File: config.mk
export PLATFORM = sky130hd
export DESIGN_NAME = uart_bit_timer
export DESIGN_NICKNAME = d
export VERILOG_FILES = /design/src/rtl/uart_bt_pkg.sv /design/src/rtl/uart_bt_regs.sv /design/src/rtl/uart_bt_lane.sv /design/src/rtl/uart_bt_rxalign.sv /design/src/rtl/uart_bit_timer.sv
export SDC_FILE = /design/constraint.sdc
export NUM_CORES = 1
export LEC_CHECK = 0
export BUFFER_PORTS_ARGS = -buffer_cell sky130_fd_sc_hd__buf_2
export CELL_PAD_IN_SITES_DETAIL_PLACEMENT = 0
export CELL_PAD_IN_SITES_GLOBAL_PLACEMENT = 1
export CORE_ASPECT_RATIO = 0.75
export CORE_MARGIN = 1.5
export CORE_UTILIZATION = 45
export DETAILED_ROUTE_END_ITERATION = 8
export PLACE_DENSITY_LB_ADDON = 0.1
export SETUP_SLACK_MARGIN = 0.2
export SYNTH_ARGS = -nofsm -noshare
export SYNTH_HDL_FRONTEND = slang
export SYNTH_SLANG_ARGS = --single-unit
File: constraint.sdc
create_clock -name clk_i -period 3.9 [get_ports clk_i]
set_input_delay 1.17 -clock clk_i [delete_from_list [all_inputs] [get_ports clk_i]]
set_output_delay 1.17 -clock clk_i [all_outputs]
set_load 0.05 [all_outputs]
File: src/rtl/uart_bt_pkg.sv
package uart_bt_pkg;
  localparam int DIV_W  = 16;
  localparam int BYTE_W = 8;
  localparam int SC_W   = 8;
  localparam int PH_W   = SC_W + 1;
  localparam int ADDR_W = 4;
  localparam int DLAB_BIT = 7;

  localparam logic [ADDR_W-1:0] REG_DIV_LO = 4'd0;
  localparam logic [ADDR_W-1:0] REG_DIV_HI = 4'd1;
  localparam logic [ADDR_W-1:0] REG_LINE   = 4'd3;
  localparam logic [ADDR_W-1:0] REG_SPEED  = 4'd9;
  localparam logic [ADDR_W-1:0] REG_SCNT   = 4'd10;
  localparam logic [ADDR_W-1:0] REG_SPT    = 4'd11;

  localparam logic [SC_W-1:0] SPT_AUTO = '1;

  typedef enum logic [1:0] {
    SPD_X16  = 2'd0,
    SPD_X16B = 2'd1,
    SPD_X4   = 2'd2,
    SPD_PROG = 2'd3
  } speed_e;

  function automatic logic [PH_W-1:0] bit_ticks(speed_e m, logic [SC_W-1:0] sc);
    case (m)
      SPD_X4:   bit_ticks = PH_W'(4);
      SPD_PROG: bit_ticks = {1'b0, sc} + PH_W'(1);
      default:  bit_ticks = PH_W'(16);
    endcase
  endfunction

  function automatic logic [PH_W-1:0] mid_tick(logic [PH_W-1:0] t);
    logic [PH_W-1:0] h;
    h = t >> 1;
    mid_tick = (h == '0) ? '0 : h - PH_W'(1);
  endfunction
endpackage

File: src/rtl/uart_bt_regs.sv
module uart_bt_regs
  import uart_bt_pkg::*;
(
  input  logic                 clk_i,
  input  logic                 rst_ni,
  input  logic                 wr_en_i,
  input  logic [ADDR_W-1:0]    wr_addr_i,
  input  logic [BYTE_W-1:0]    wr_data_i,
  output logic [DIV_W-1:0]     div_o,
  output speed_e               speed_o,
  output logic [SC_W-1:0]      scnt_o,
  output logic [SC_W-1:0]      spt_o,
  output logic                 cfg_restart_o
);
  localparam int HALF = DIV_W / 2;

  logic dlab_q;
  logic hit_lo, hit_hi, hit_line, hit_spd, hit_sc, hit_spt;

  assign hit_lo   = wr_en_i & dlab_q & (wr_addr_i == REG_DIV_LO);
  assign hit_hi   = wr_en_i & dlab_q & (wr_addr_i == REG_DIV_HI);
  assign hit_line = wr_en_i & (wr_addr_i == REG_LINE);
  assign hit_spd  = wr_en_i & (wr_addr_i == REG_SPEED);
  assign hit_sc   = wr_en_i & (wr_addr_i == REG_SCNT);
  assign hit_spt  = wr_en_i & (wr_addr_i == REG_SPT);

  // only value changes disturb the running counters
  assign cfg_restart_o = (hit_lo  && wr_data_i != div_o[HALF-1:0])
                       | (hit_hi  && wr_data_i != div_o[DIV_W-1:HALF])
                       | (hit_spd && speed_e'(wr_data_i[1:0]) != speed_o)
                       | (hit_sc  && wr_data_i != scnt_o);

  always_ff @(posedge clk_i or negedge rst_ni) begin
    if (!rst_ni) begin
      dlab_q  <= 1'b0;
      div_o   <= '0;
      speed_o <= SPD_X16;
      scnt_o  <= '0;
      spt_o   <= SPT_AUTO;
    end else begin
      if (hit_line) dlab_q <= wr_data_i[DLAB_BIT];
      if (hit_lo)   div_o[HALF-1:0] <= wr_data_i;
      if (hit_hi)   div_o[DIV_W-1:HALF] <= wr_data_i;
      if (hit_spd)  speed_o <= speed_e'(wr_data_i[1:0]);
      if (hit_sc)   scnt_o <= wr_data_i;
      if (hit_spt)  spt_o <= wr_data_i;
    end
  end
endmodule

File: src/rtl/uart_bt_lane.sv
module uart_bt_lane #(
  parameter int DIV_W = 16,
  parameter int PH_W  = 9
) (
  input  logic             clk_i,
  input  logic             rst_ni,
  input  logic             restart_i,
  input  logic [DIV_W-1:0] div_eff_i,
  input  logic [PH_W-1:0]  tpb_i,
  input  logic [PH_W-1:0]  target_i,
  output logic             strobe_o,
  output logic [PH_W-1:0]  phase_o
);
  localparam logic [DIV_W-1:0] ONE_D = DIV_W'(1);
  localparam logic [PH_W-1:0]  ONE_P = PH_W'(1);

  logic [DIV_W-1:0] pcnt_q;
  logic             tick, last;

  assign tick    = (pcnt_q == div_eff_i - ONE_D);
  assign last    = (phase_o == tpb_i - ONE_P);

  always_ff @(posedge clk_i or negedge rst_ni) begin
    if (!rst_ni) begin
      pcnt_q   <= '0;
      phase_o  <= '0;
      strobe_o <= 1'b0;
    end else if (restart_i) begin
      pcnt_q   <= '0;
      phase_o  <= '0;
      strobe_o <= 1'b0;
    end else begin
      pcnt_q   <= tick ? '0 : pcnt_q + ONE_D;
      if (tick) phase_o <= last ? '0 : phase_o + ONE_P;
      strobe_o <= tick && (phase_o == target_i);
    end
  end
endmodule

File: src/rtl/uart_bt_rxalign.sv
module uart_bt_rxalign #(
  parameter int FRAME_BITS  = 10,
  parameter int SYNC_STAGES = 2
) (
  input  logic clk_i,
  input  logic rst_ni,
  input  logic rx_i,
  input  logic cfg_restart_i,
  input  logic sample_i,
  output logic realign_o
);
  localparam int CNT_W = $clog2(FRAME_BITS + 1);
  localparam logic [CNT_W-1:0] LAST_CNT = CNT_W'(FRAME_BITS - 1);

  logic [SYNC_STAGES:0] sync_q;
  logic                 busy_q;
  logic [CNT_W-1:0]     cnt_q;
  logic                 fall;

  assign fall      = sync_q[SYNC_STAGES] & ~sync_q[SYNC_STAGES-1];
  assign realign_o = fall & ~busy_q;

  always_ff @(posedge clk_i or negedge rst_ni) begin
    if (!rst_ni) begin
      sync_q <= '1;
      busy_q <= 1'b0;
      cnt_q  <= '0;
    end else begin
      sync_q <= {sync_q[SYNC_STAGES-1:0], rx_i};
      if (cfg_restart_i) begin
        busy_q <= 1'b0;
        cnt_q  <= '0;
      end else if (realign_o) begin
        busy_q <= 1'b1;
        cnt_q  <= '0;
      end else if (busy_q && sample_i) begin
        if (cnt_q == LAST_CNT) busy_q <= 1'b0;
        else cnt_q <= cnt_q + CNT_W'(1);
      end
    end
  end
endmodule

File: src/rtl/uart_bit_timer.sv
module uart_bit_timer
  import uart_bt_pkg::*;
#(
  parameter int FRAME_BITS  = 10,
  parameter int SYNC_STAGES = 2
) (
  input  logic              clk_i,
  input  logic              rst_ni,
  input  logic              wr_en_i,
  input  logic [ADDR_W-1:0] wr_addr_i,
  input  logic [BYTE_W-1:0] wr_data_i,
  input  logic              rx_i,
  output logic              tx_tick_o,
  output logic              rx_sample_o
);
  localparam int LANES = 2;

  logic [DIV_W-1:0] div_raw, div_eff;
  speed_e           speed;
  logic [SC_W-1:0]  scnt, spt;
  logic             cfg_restart, rx_realign;
  logic [PH_W-1:0]  tpb, mid, sample_idx;
  logic [PH_W-1:0]  tx_phase, rx_phase;

  logic [LANES-1:0]           lane_restart, lane_strobe;
  logic [LANES-1:0][PH_W-1:0] lane_target, lane_phase;

  uart_bt_regs u_regs (
    .clk_i, .rst_ni, .wr_en_i, .wr_addr_i, .wr_data_i,
    .div_o(div_raw), .speed_o(speed), .scnt_o(scnt), .spt_o(spt),
    .cfg_restart_o(cfg_restart)
  );

  assign div_eff    = (div_raw == '0) ? DIV_W'(1) : div_raw;
  assign tpb        = bit_ticks(speed, scnt);
  assign mid        = mid_tick(tpb);
  assign sample_idx = (spt != SPT_AUTO && {1'b0, spt} < tpb) ? {1'b0, spt} : mid;

  assign lane_restart[0] = cfg_restart;
  assign lane_restart[1] = cfg_restart | rx_realign;
  assign lane_target[0]  = tpb - PH_W'(1);
  assign lane_target[1]  = sample_idx;

  for (genvar g = 0; g < LANES; g++) begin : g_lane
    uart_bt_lane #(.DIV_W(DIV_W), .PH_W(PH_W)) u_lane (
      .clk_i, .rst_ni,
      .restart_i(lane_restart[g]),
      .div_eff_i(div_eff),
      .tpb_i(tpb),
      .target_i(lane_target[g]),
      .strobe_o(lane_strobe[g]),
      .phase_o(lane_phase[g])
    );
  end

  uart_bt_rxalign #(.FRAME_BITS(FRAME_BITS), .SYNC_STAGES(SYNC_STAGES)) u_rxalign (
    .clk_i, .rst_ni, .rx_i,
    .cfg_restart_i(cfg_restart),
    .sample_i(lane_strobe[1]),
    .realign_o(rx_realign)
  );

  assign tx_tick_o   = lane_strobe[0];
  assign rx_sample_o = lane_strobe[1];
  assign tx_phase    = lane_phase[0];
  assign rx_phase    = lane_phase[1];
endmodule

Word level (Yosys, flattened, before mapping)
Index checks and enable logic that the tools add are counted.
Widths: inputs -> output; s select.
Storage, ports and cells
  register bits: 95
  input bits: 16
  output and inout bits: 2
  word-level logic and storage cells: 100
Cells by class
  $add $sub $neg: 9
  $lt $le $gt $ge: 1
  equality and inequality tests: 19
  mux-type cells: 24
  bitwise gates (word level): 15
  reduce and logical (&&, ||, !) cells: 17
Operators with widths (count)
  $mux 16: 5
  $mux 9: 8
  $add 16x1->16 const B: 2
  $eq 16x16->1: 2
  $eq 9x9->1: 3
  $ne 8x8->1: 3
  $add 9x1->9 const B: 2
  $pmux 9 s2: 1
  $eq 4x4->1 const B: 4
  $logic_not 16->1: 1
  $mux 4: 4
  $sub 16x1->16 const B: 1
  $add 8x1->9 const B: 1
  $and 1x1->1: 9
  $logic_not 9->1: 1
  $lt 8x9->1: 1
  $sub 8x1->9 const B: 1
  $sub 9x1->9 const B: 1
  $logic_and 1x1->1: 8
  $ne 8x8->1 const B: 1
  $mux 1: 6
  $reduce_bool 3->1: 2
  $add 4x1->4 const B: 1
  $eq 2x2->1 const B: 2
  9 further kinds: 15

Depth between registers and ports, before layout
  depth in word-level cells: 8
  depth in mapped cells: 17
  gate-level depth less buffers: 15

Cells and area by module
Synthesis repeated with hierarchy kept, for this count alone.
Unflattened totals
  cell total of the unflattened synthesis: 865
  area total of the unflattened synthesis: 7848.8 sq um
By module, submodules not included
  uart_bt_lane: instances 2, cells each 280, area an instance 2393.5 sq um, seq. area each 650.6 sq um
  uart_bt_regs: instances 1, cells each 125, area an instance 1710.4 sq um, seq. area each 885.8 sq um
  uart_bit_timer: instances 1, cells each 147, area an instance 987.2 sq um, seq. area each 0.0 sq um
  uart_bt_rxalign: instances 1, cells each 33, area an instance 364.1 sq um, seq. area each 203.9 sq um

Worst setup path after synthesis
No wires, ideal clock.
  kind: register to register
  from: reg u_regs.div_o[7]
  to: reg g_lane[1].u_lane.phase_o[5]
  library setup time: 121 ps
  arrival time: 4127 ps
  data required time: 3779 ps
  path slack: -348 ps
  cell stages (with the launch flop): 18
  path buffers: 4
  period minus slack after synthesis: 4248 ps
  cells stage by stage: dfrtp_1 -> buf_6 -> or4_4 -> buf_6 -> nor4b_4 -> a21oi_1 -> ha_1 -> or4b_2 -> nor3_2 -> xnor2_1 -> o221ai_1 -> or4_4 -> nor4_1 -> or2_1 -> buf_4 -> buf_6 -> o31ai_1 -> a22o_1
On the way
  cells in the longest elaborated chain, start to end: 7
  elaborated cells between the ends (all ways): 12
  classes of those cells: 1 x add/sub; 2 x eq/ne; 2 x mux; 4 x bitwise; 3 x reduce/logical
Ends and longest elaborated chain
  start, declared: line uart_bt_regs.sv:9  | output logic [DIV_W-1:0] div_o,
  start signal, assigned by index: line uart_bt_regs.sv:42  | if (hit_lo) div_o[HALF-1:0] <= wr_data_i;
  start signal, assigned by index: line uart_bt_regs.sv:43  | if (hit_hi) div_o[DIV_W-1:HALF] <= wr_data_i;
  parallel branches: the longest is 7 deep, another holds $sub 16x1->16
  end signal, assigned: line uart_bt_lane.sv:34  | if (tick) phase_o <= last ? '0 : phase_o + ONE_P;
  end, declared: line uart_bt_lane.sv:12  | output logic [PH_W-1:0] phase_o
Parallel ways; which one is timed is not known.
A chain may end at the register's enable or synchronous reset.

Worst setup path in the final report
  from: reg u_regs.div_o[10]
  to: reg g_lane[1].u_lane.phase_o[6]
On the way
  cells in the longest elaborated chain, start to end: 7
  elaborated cells between the ends (all ways): 12
  classes of those cells: 1 x add/sub; 2 x eq/ne; 2 x mux; 4 x bitwise; 3 x reduce/logical
Ends and longest elaborated chain
  parallel branches: the longest is 7 deep, another holds $sub 16x1->16
Parallel ways; which one is timed is not known.

==> results.sh <==
export IMPL_reg2reg_slack_ps=80
export IMPL_critPathCaptureType="flip-flop"
export IMPL_htree_levels=3
export IMPL_nets=837
export IMPL_final_core_util=0.542
export IMPL_rsz0062_at_grt="yes"
export IMPL_placed_cells=981
export IMPL_io_pins=18
export IMPL_ctsLongestPathBuffers=2
export IMPL_path_delay_family="simple AND/OR/NAND/NOR gates"
export IMPL_seq_area_frac_synth=0.349
export IMPL_worstMarginPinSlew_ps=715
export IMPL_required_ps=4190
export IMPL_finalHoldViolations=0
export IMPL_max_stage_delay_ps=580
export IMPL_cts_sink_count=95
export IMPL_max_cap_violations=0
export IMPL_wl_mm=18.7
export IMPL_critPathKind="reg2reg"
export IMPL_fin_crit_sh=0.980
export IMPL_powerDensity_nw_per_um2=559
export IMPL_critPathLaunch="u_regs.div_o[10]"
export IMPL_cp_start_kind="flip-flop"
export IMPL_skew_ps=10.9
export IMPL_holdPathStages=0
export IMPL_drt_first_iter_violations=489
export IMPL_crit_chain="or4_4 -> nor4b_4 -> a21oi_2 -> ha_4 -> or4b_4 -> nor3_4 -> xnor2_2 -> o221ai_2 -> or4_4 -> or4_4 -> nor3_4 -> a22o_1"
export IMPL_drc_errors=0
export IMPL_vias=5836
export IMPL_hold_class="reg2reg"
export IMPL_syn_inst=767
export IMPL_overflow=0
export IMPL_finalSetupViolations=0
export IMPL_clkLatencyLatePin_ps=360
export IMPL_p_total_w=0.00445
export IMPL_gp_congestion=0.964
export IMPL_setup_tns_ps=0
export IMPL_avgViaCountPerCell=5.78
export IMPL_clk_pin_slew_ps=70
export IMPL_die_area_um2=16000
export IMPL_antenna_cells=0
export IMPL_drt_pass1_iter_count=5
export IMPL_portBuffers=17
export IMPL_core_area_um2=14700
export IMPL_fmax_mhz=262
export IMPL_ys_types=76
export IMPL_layout_min_cycle_time_ps=3820
export IMPL_grt_total_usage=0.243
export IMPL_status="finished, final reports clean"
export IMPL_root_buffer="clkbuf_16"
export IMPL_worstHoldStart="u_rxalign.sync_q[0]"
export IMPL_grt_pass1_vias=5409
export IMPL_grt_pass1_wl_mm=29.9
export IMPL_leakage_nw=3.43
export IMPL_drive_gt1_frac=0.221
export IMPL_dpl_hpwl_mm=14.1
export IMPL_synth_nets=800
export IMPL_yosysWarnings=0
export IMPL_syn_mean_instance_area_um2=8.94
export IMPL_path_buf_inv=0
export IMPL_grt_max_degree=53
export IMPL_wire_per_inst_um=18.6
export IMPL_antenna_found_initial=0
export IMPL_fp_dieH_um=110
export IMPL_r2r_start="u_regs.div_o[10]"
export IMPL_antenna_left=0
export IMPL_crit_arrival_ps=4110
export IMPL_vdd_ir_drop_max_uv=337
export IMPL_reg2regPathDepth=12
export IMPL_fin_cells=1009
export IMPL_cts_tree="yes"
export IMPL_worst_path_stages=12
export IMPL_die_x_um=146
export IMPL_path_max_fanout=7
export IMPL_synthFlopType="dfrtp_1"
export IMPL_initial_core_util=0.467
export IMPL_synth_edf_count=0
export IMPL_syn_area_um2=6860
export IMPL_critPathMostFrequentCell="or4_4"
export IMPL_critical_path_slowest_cell="or4_4"
export IMPL_rows=38
export IMPL_area_growth_syn_to_layout_pct=16.0
export IMPL_r2r_end="g_lane[1].u_lane.phase_o[6]"
export IMPL_cts_buffers=9
export IMPL_async_flop_share=1.00
export IMPL_crit_end="g_lane[1].u_lane.phase_o[6]"
export IMPL_slew_headroom=0.520
export IMPL_drv_slew=0
export IMPL_synth_ff_latch_count=95
[timing repair]
item,4_1_cts,5_1_grt
gates cloned,0,1
setup buffers,6,5
hold buffers,0,0
setup endpoints to repair,35,51
gates resized for setup,2,47
pin swaps,4,21
[per-layer routing]
layer,up-vias,part of all wire,global-route usage
met5,-,0,0
met2,157,0.41,0.343
li1,2793,-,-
met1,2865,0.52,0.375
met3,21,0.059,0.0490
met4,0,0.014,0.0598
[cells by family (layout without fill, tap and decap cells)]
family / Yosys count / count (layout) / synth area share
adder cells (fa/ha/maj): 17 / 17 / 0.0310
buffers and inverters: 75 / 117 / 0.0450
flip-flops: 95 / 95 / 0.349
XOR/XNOR: 119 / 119 / 0.158
AND/OR/NAND/NOR: 299 / 299 / 0.232
multiplexers: 43 / 43 / 0.0693
AO/OA/AOI/OAI: 119 / 119 / 0.116
[placed cells by master, fill, tap and decap left out, drive strengths merged, types with 11 or more instances in the layout]
cell   count
a21oi     21
nor3      16
nand3     44
mux2      36
buf       69
and3      17
dfrtp     84
ha        17
nand4     14
nand2     49
xnor2     72
xor2      44
dfstp     11
nor2      83
inv       32
nor4      12
o21ai     37
[Yosys cell counts, types with 4 or more instances]
cell type / number / area, µm²
dfrtp_1: 84 / 2100
nor2_1: 83 / 312
xnor2_1: 72 / 631
nand2_1: 49 / 184
nand3_1: 44 / 220
xor2_1: 44 / 385
clkbuf_1: 36 / 135
mux2_2: 36 / 405
o21ai_0: 36 / 180
inv_1: 30 / 113
a21oi_1: 21 / 105
and3_1: 17 / 106
ha_1: 17 / 213
nand4_1: 14 / 87.6
nor3_1: 14 / 70.1
dfstp_2: 11 / 289
nor4_1: 11 / 68.8
nand3b_1: 8 / 60.1
o31ai_1: 8 / 60.1
or3_1: 8 / 50.1
mux2i_1: 7 / 70.1
or4_1: 7 / 52.6
a22o_1: 6 / 52.6
and2_1: 6 / 37.5
nand2b_1: 6 / 37.5
nor3b_1: 5 / 37.5
a211oi_1: 4 / 30.0
a31oi_1: 4 / 25.0
nor2b_1: 4 / 25.0
o21a_1: 4 / 30.0
o22ai_1: 4 / 25.0
[worst min-delay path by stage]
stage | to | slack (ps)
CTS | u_rxalign.sync_q[1] | 360
finish | u_rxalign.sync_q[1] | 360
detailed placement | u_rxalign.sync_q[1] | 350
global placement | u_rxalign.sync_q[1] | 350
global route | u_rxalign.sync_q[1] | 370
floorplan | u_rxalign.sync_q[1] | 350
[per-stage QoR]
stage	setup WS [ps]	instance area, µm²	hold WS, ps
floorplan	-73.4	6930	345
global placement	70.3	7390	350
detailed placement	20.7	7390	347
CTS	138	7750	361
global route	-57.8	7960	366
finish	79.4	7960	360
[state kept, by name, summed over array words and instances, names as in the netlist]
signal	flops
u_rxalign.busy_q	1
u_regs.speed_o	2
u_rxalign.sync_q	3
u_rxalign.cnt_q	4
g_lane.u_lane.strobe_o	2
g_lane.u_lane.phase_o	18
u_regs.spt_o	8
u_regs.div_o	16
u_regs.dlab_q	1
g_lane.u_lane.pcnt_q	32
u_regs.scnt_o	8
[final cells by class]
cell class	instances	area (µm²)
Fill cell	1358	6730
Multi-Input combinational cell	597	4370
Sequential cell	95	2390
Timing Repair Buffer	70	539
Tap cell	200	250
Clock buffer	9	225
Inverter	31	116
Clock inverter	7	71.3
[report_power, final]
part           internal [W]  switching [W]  total, W
registers           0.00115       0.000225   0.00137
logic              0.000998        0.00117   0.00216
clock network      0.000500       0.000413  0.000913
total               0.00265        0.00180   0.00445
Note: power is estimated with default switching activity, not from simulation.
